[src/rtl/tripin_pkg.sv]
package tripin_pkg;
   typedef enum logic [1:0] {
      RS_SLEEP = 2'd0,
      RS_IDLE  = 2'd1,
      RS_RX    = 2'd2,
      RS_TX    = 2'd3
   } radio_st_t;

   localparam logic [1:0] CODE_SLEEP = 2'b00;
   localparam logic [1:0] CODE_RX    = 2'b01;
   localparam logic [1:0] CODE_TX    = 2'b10;
   localparam logic [1:0] CODE_WAKE  = 2'b11;
endpackage

[src/rtl/tripin_sync.sv]
module tripin_sync #(
   parameter int             WIDTH   = 3,
   parameter int             STAGES  = 2,
   parameter logic [WIDTH-1:0] RST_VAL = '0
) (
   input  logic             clk,
   input  logic             rst_n,
   input  logic [WIDTH-1:0] din,
   output logic [WIDTH-1:0] dout
);
   if (STAGES < 2) begin : g_bad_stages
      $error("tripin_sync: STAGES must be at least 2");
   end

   logic [WIDTH-1:0] chain [STAGES];

   for (genvar s = 0; s < STAGES; s++) begin : g_stage
      if (s == 0) begin : g_first
         always_ff @(posedge clk or negedge rst_n) begin
            if (!rst_n) chain[s] <= RST_VAL;
            else        chain[s] <= din;
         end
      end else begin : g_next
         always_ff @(posedge clk or negedge rst_n) begin
            if (!rst_n) chain[s] <= RST_VAL;
            else        chain[s] <= chain[s-1];
         end
      end
   end

   assign dout = chain[STAGES-1];
endmodule

[src/rtl/tripin_edge.sv]
module tripin_edge #(
   parameter logic IDLE_LEVEL = 1'b1
) (
   input  logic clk,
   input  logic rst_n,
   input  logic lvl,
   output logic fall,
   output logic rise
);
   logic lvl_q;

   always_ff @(posedge clk or negedge rst_n) begin
      if (!rst_n) lvl_q <= IDLE_LEVEL;
      else        lvl_q <= lvl;
   end

   assign fall = lvl_q & ~lvl;
   assign rise = ~lvl_q & lvl;
endmodule

[src/rtl/tripin_decode.sv]
module tripin_decode
   import tripin_pkg::*;
#(
   parameter bit SLEEP_DEFER = 1'b1
) (
   input  logic       clk,
   input  logic       rst_n,
   input  logic       feat_en,
   input  logic       cs_fall,
   input  logic       cs_rise,
   input  logic [1:0] code,
   output logic       stb,
   output logic [1:0] kind,
   output logic       wake,
   output logic       pend
);
   logic       imm_stb;
   logic [1:0] imm_kind;
   logic       late_stb;

   always_comb begin
      imm_stb  = 1'b0;
      imm_kind = code;
      if (cs_fall && feat_en) begin
         unique case (code)
            CODE_RX, CODE_TX: imm_stb = 1'b1;
            CODE_SLEEP:       imm_stb = !SLEEP_DEFER;
            default:          imm_stb = 1'b0;
         endcase
      end
   end

   if (SLEEP_DEFER) begin : g_defer
      logic pend_q;
      always_ff @(posedge clk or negedge rst_n) begin
         if (!rst_n)                                   pend_q <= 1'b0;
         else if (!feat_en)                            pend_q <= 1'b0;
         else if (cs_fall && code == CODE_SLEEP)       pend_q <= 1'b1;
         else if (cs_rise)                             pend_q <= 1'b0;
      end
      assign pend     = pend_q;
      assign late_stb = pend_q & cs_rise & feat_en;
   end else begin : g_immediate
      assign pend     = 1'b0;
      assign late_stb = 1'b0;
   end

   always_ff @(posedge clk or negedge rst_n) begin
      if (!rst_n) begin
         stb  <= 1'b0;
         kind <= CODE_SLEEP;
         wake <= 1'b0;
      end else begin
         stb  <= imm_stb | late_stb;
         wake <= cs_fall & feat_en & (code == CODE_WAKE);
         if (late_stb)     kind <= CODE_SLEEP;
         else if (imm_stb) kind <= imm_kind;
      end
   end
endmodule

[src/rtl/tripin_state.sv]
module tripin_state
   import tripin_pkg::*;
#(
   parameter radio_st_t RST_STATE = RS_IDLE
) (
   input  logic       clk,
   input  logic       rst_n,
   input  logic       stb,
   input  logic [1:0] kind,
   input  logic       wake,
   output radio_st_t  state,
   output logic       restart
);
   radio_st_t nxt;
   logic      nxt_restart;

   always_comb begin
      nxt         = state;
      nxt_restart = 1'b0;
      if (stb) begin
         unique case (kind)
            CODE_SLEEP: nxt = RS_SLEEP;
            CODE_RX: begin
               nxt         = RS_RX;
               nxt_restart = (state == RS_RX);
            end
            CODE_TX:    if (state != RS_TX) nxt = RS_TX;
            default:    nxt = state;
         endcase
      end else if (wake && state == RS_SLEEP) begin
         nxt = RS_IDLE;
      end
   end

   always_ff @(posedge clk or negedge rst_n) begin
      if (!rst_n) begin
         state   <= RST_STATE;
         restart <= 1'b0;
      end else begin
         state   <= nxt;
         restart <= nxt_restart;
      end
   end
endmodule

[src/rtl/tripin_strobe_ctrl.sv]
module tripin_strobe_ctrl
   import tripin_pkg::*;
#(
   parameter int SYNC_STAGES = 2,
   parameter bit SLEEP_DEFER = 1'b1
) (
   input  logic       clk,
   input  logic       rst_n,
   input  logic       feat_en,
   input  logic       csn,
   input  logic       sclk,
   input  logic       sdi,
   output logic       spi_owns,
   output logic       cmd_stb,
   output logic [1:0] cmd_kind,
   output logic       sleep_pend,
   output logic       rx_restart,
   output logic [1:0] radio_state
);
   localparam int PINS = 3;
   localparam logic [PINS-1:0] PIN_RST = 3'b100;

   logic [PINS-1:0] pins_s;
   logic            cs_fall, cs_rise;
   logic            wake;
   radio_st_t       st;

   tripin_sync #(.WIDTH(PINS), .STAGES(SYNC_STAGES), .RST_VAL(PIN_RST)) u_sync (
      .clk  (clk),
      .rst_n(rst_n),
      .din  ({csn, sclk, sdi}),
      .dout (pins_s)
   );

   tripin_edge #(.IDLE_LEVEL(1'b1)) u_edge (
      .clk  (clk),
      .rst_n(rst_n),
      .lvl  (pins_s[2]),
      .fall (cs_fall),
      .rise (cs_rise)
   );

   tripin_decode #(.SLEEP_DEFER(SLEEP_DEFER)) u_dec (
      .clk    (clk),
      .rst_n  (rst_n),
      .feat_en(feat_en),
      .cs_fall(cs_fall),
      .cs_rise(cs_rise),
      .code   (pins_s[1:0]),
      .stb    (cmd_stb),
      .kind   (cmd_kind),
      .wake   (wake),
      .pend   (sleep_pend)
   );

   tripin_state #(.RST_STATE(RS_IDLE)) u_state (
      .clk    (clk),
      .rst_n  (rst_n),
      .stb    (cmd_stb),
      .kind   (cmd_kind),
      .wake   (wake),
      .state  (st),
      .restart(rx_restart)
   );

   assign spi_owns    = ~pins_s[2];
   assign radio_state = st;
endmodule

[config.mk]
export PLATFORM = sky130hd
export DESIGN_NAME = tripin_strobe_ctrl
export DESIGN_NICKNAME = d
export VERILOG_FILES = /design/src/rtl/tripin_pkg.sv /design/src/rtl/tripin_sync.sv /design/src/rtl/tripin_edge.sv /design/src/rtl/tripin_decode.sv /design/src/rtl/tripin_state.sv /design/src/rtl/tripin_strobe_ctrl.sv
export SDC_FILE = /design/constraint.sdc
export NUM_CORES = 1
export LEC_CHECK = 0
export BUFFER_PORTS_ARGS = -buffer_cell sky130_fd_sc_hd__buf_2
export CORE_MARGIN = 1
export CORE_UTILIZATION = 30
export DETAILED_ROUTE_END_ITERATION = 10
export SLEW_MARGIN = 20
export SYNTH_ARGS = -nofsm -noshare
export SYNTH_HDL_FRONTEND = slang
export SYNTH_HIERARCHICAL = 1
export SYNTH_SLANG_ARGS = --single-unit
[constraint.sdc]
create_clock -name clk -period 1.2 [get_ports clk]
set_input_delay 0.06 -clock clk [delete_from_list [all_inputs] [get_ports clk]]
set_output_delay 0.06 -clock clk [all_outputs]
set_load 0.1 [all_outputs]
==> summary.md <==
| Metric | Value |
|---|---|
| ANT nets after route | `0` |
| Slew HR | `67.9%` |
| I/O Pins | `14` |
| Port Buffer Count | `13` |
| Clock power frac | `18.8%` |
| Ys flop type | `dfrtp_1` |
| Max_cap viols | `0` |
| Initial antenna violation count | `0` |
| Core area | `between 2000 and 2500 um^2` |
| Final nets | `96` |
| Crit path buf inv count | `0` |
| Die Wd | `49.2 um` |
| Req. time, crit path | `approximately 1.4 ns` |
| Vias in the first global route | `around 510` |
| Multi-input logic area | `315 um^2` |
| # setup viols final | `4` |
| Layout cell share with drive strength beyond 1 | `65.5%` |
| Root Buffer | `clkbuf_4` |
| Top Family by Delay on Critical Path | `flip-flops` |
| Sink Count | `15` |
| Via count | `488` |
| Sw Ratio | `38.3%` |
| Synthesized flop and latch total | `15` |
| CP max stage delay | `a little over 0.5 ns` |
| Area growth syn-to-layout | `57.1%` |
| Pin count of the biggest net entering global routing | `16` |
| Die Area | `2420 um^2` |
| Crit end category | `flip-flop` |
| DRC | `0` |
| Synth area leaders | `dfrtp_1 (41%), dfstp_2 (16%), ha_1 (9.4%)` |
| Crit Path Max Fanout | `3` |
| Die height | `49.2 um` |
| Syn Area/Cell | `about 12 um^2` |
| Hold_sp | `feat_en` |
| Commonest cells in the netlist | `dfrtp_1 (11), inv_1 (6), a21oi_1 (5), ha_1 (5), dfstp_2 (4)` |
| Max rail drop VDD | `690 uV` |
| Fillers | `190` |
| WHS | `0.0983 ns` |
| P_sw | `0.563 mW` |
| Initial core utilization | `33.0%` |
| CP Cell Sequence | `ha_4 > o31a_1 > a21o_1` |
| Largest area contributor in the netlist | `dfrtp_1` |
| Yosys cell types | `21` |
| Logic gate share of total power | `39.4%` |
| Setup_tns | `-0.113 ns` |
| Fmax | `0.796 GHz` |
| Post-DP HPWL | `849 um` |
| Status | `finished with violations` |
| Internal power | `slightly above 0.9 mW` |
| DRT Pass-1 Iters | `1` |
| Placer congestion estimate | `0.736` |
| Cell area power density | `1400 nW/um^2` |
| Clock-pin slew on the worst setup and hold paths | `0.08 ns` |
| RSZ-0062 raised after global routing | `true` |
| Seq pwr share | `roughly two fifths` |
| Average via count per standard cell | `4.40` |
| Slowest-stage cell, CP | `dfrtp_4` |
| RR Startpoint | `u_dec/kind[1]$_DFFE_PN0P_` |
| Clk_lat worst skew | `0.27 ns` |
| Leak | `0.475 nW` |
| Global-route wire length before repair | `between 2000 and 2500 um` |
| H-tree Lvls | `1` |
| DRT Wirelength | `1170 um` |
| 1st-iter DRT viols | `0` |
| CTS Buf Count | `3` |
| Class of the worst hold path | `input port to flip-flop` |
| Row count | `16` |
| Synthesis Warnings | `6` |
| N_diodes | `0` |
| Synth top area share | `about 41%` |
| Post-synth EDFFs | `0` |
| Total GRT Usage | `11.5%` |
| Failing checks | `setup timing` |
| WP data arrival | `1.43 ns` |
| CP startpoint | `u_dec/kind[1]$_DFFE_PN0P_` |
| Most common cell in the netlist | `dfrtp_1` |
| Worst setup margin | `-0.0563 ns` |
| Sequential area share after synthesis | `56.9%` |
| Syn Nets | `66` |
| Total gr overflow | `0` |
| Bufs on Longest Clock Path | `2` |
| Crit path kind | `flip-flop to flip-flop` |
| Worst Skew | `~0.0013 ns` |
| Worst Setup Start Kind | `flip-flop` |
| Fin crit period | `1.26 ns` |
| Final Cycle Share | `105%` |
| Area occupied by registers | `between 300 and 400 um^2` |
| CTS tree | `done` |
| Async SR Flop Fraction | `100%` |
| Worst-Margin Slew | `0.484 ns` |
| Drt wl/cell | `between 10 and 15 um` |
| Cells after Synth | `55` |
| Count of pins over their slew limit | `0` |
| Syn Std Cell Area | `668 um^2` |
| Hold Violations, Final | `0` |
power groups by stage:
stage	Clock, mW	Sequential (mW)	Combinational (mW)
2_1_floorplan	0	0.847	0.136
4_1_cts	0.293	0.615	0.568
3_3_place_gp	0	0.619	0.536
6_report	0.275	0.614	0.578
3_5_place_dp	0	0.623	0.543
5_1_grt	0.325	0.623	0.609
cell type report:
type	instances	area share (%)
multi-input cells	31	30.0
inverters	6	2.86
repair buffers	28	24.2
clock buffers	4	2.50
well taps	27	3.22
flip-flops and latches	15	37.2
per-stage QoR:
| step | utilization (%) | power [mW] | area, um^2 | setup WS (ns) | cells |
|---|---|---|---|---|---|
| 2_1_floorplan | - | 0.983 | 723 | -0.242 | 55 |
| 3_3_place_gp | 45.9 | 1.16 | 927 | -0.0438 | 101 |
| 3_5_place_dp | 45.9 | 1.17 | 927 | -0.0752 | 101 |
| 4_1_cts | 50.9 | 1.48 | 1030 | -0.0735 | 110 |
| 5_1_grt | 51.9 | 1.56 | 1050 | -0.110 | 111 |
| 6_report | 51.9 | 1.47 | 1050 | -0.0563 | 111 |
kinds of logic after synthesis:
| group | count (synthesis) | share of synthesized area, % |
|---|---|---|
| AOI/OAI and AO/OA | 10 | 9.74 |
| adders and majority gates | 5 | 9.36 |
| buffers and inverters | 9 | 6.74 |
| DFF | 15 | 56.9 |
| and+or+nand+nor | 16 | 17.2 |
layer usage:
layer	routed length, um	part of all wire (%)	track usage (%)
met5	0	0	0
met2	681	58	22.8
met4	0	0	5.88
met1	450	38	9.74
met3	41	3.5	3.74
worst register-to-register path, delay by kind of cell (launching register included):
family | cells | cell delay (ns)
flip-flops | 1 | 0.51
AO/OA/AOI/OAI | 2 | 0.47
adder cells (fa/ha/maj) | 1 | 0.17
layout by cell type, fill, tap and decap left out, types with 2 or more instances in the layout:
cell and instances:
dfrtp_4 2, dfstp_2 4, nor2_1 2, nand2_1 3, dfrtp_1 7, buf_4 10
inv_4 3, nor4_2 2, dfrtp_2 2, clkbuf_4 4, buf_2 8, dlygate4sd3_1 4
and4b_2 2, ha_4 4, a21oi_1 4, buf_12 4, inv_2 2
final timing paths:
check | end | slack (ns) | cells past startpoint
setup / recovery | u_state/state[1]$_DFFE_PN0P_ | -0.06 | 3
hold / removal | u_dec/pend$_DFFE_PN0P_ | 0.1 | 2
setup reg to reg | u_state/state[1]$_DFFE_PN0P_ | -0.06 | 3
hold reg to reg | u_sync/dout[1]$_DFF_PN0_ | 0.36 | 0
max in group asynchronous | u_edge/lvl_q$_DFF_PN1_ | 0.68 | 2
min in group asynchronous | u_sync/dout[0]$_DFF_PN0_ | 0.23 | 2
sequential cells by signal (all words and copies together) (netlist names):
register and cells:
u_dec/stb 1, u_edge/lvl_q 1, u_sync/dout 3, u_state/restart 1, u_dec/kind 2, u_dec/pend 1, u_sync/chain 3, u_dec/wake 1
u_state/state 2
repair_timing:
| action | in CTS | in global routing |
|---|---|---|
| hold buffers | 4 | 0 |
| setup endpoints to repair | 6 | 10 |
| pin swaps | 10 | 3 |
| cloned | 0 | 0 |
| buffers inserted | 2 | 1 |
| hold endpoints to repair | 18 | 0 |
| resized for setup | 6 | 5 |
Power figures use the tool's default switching activity.
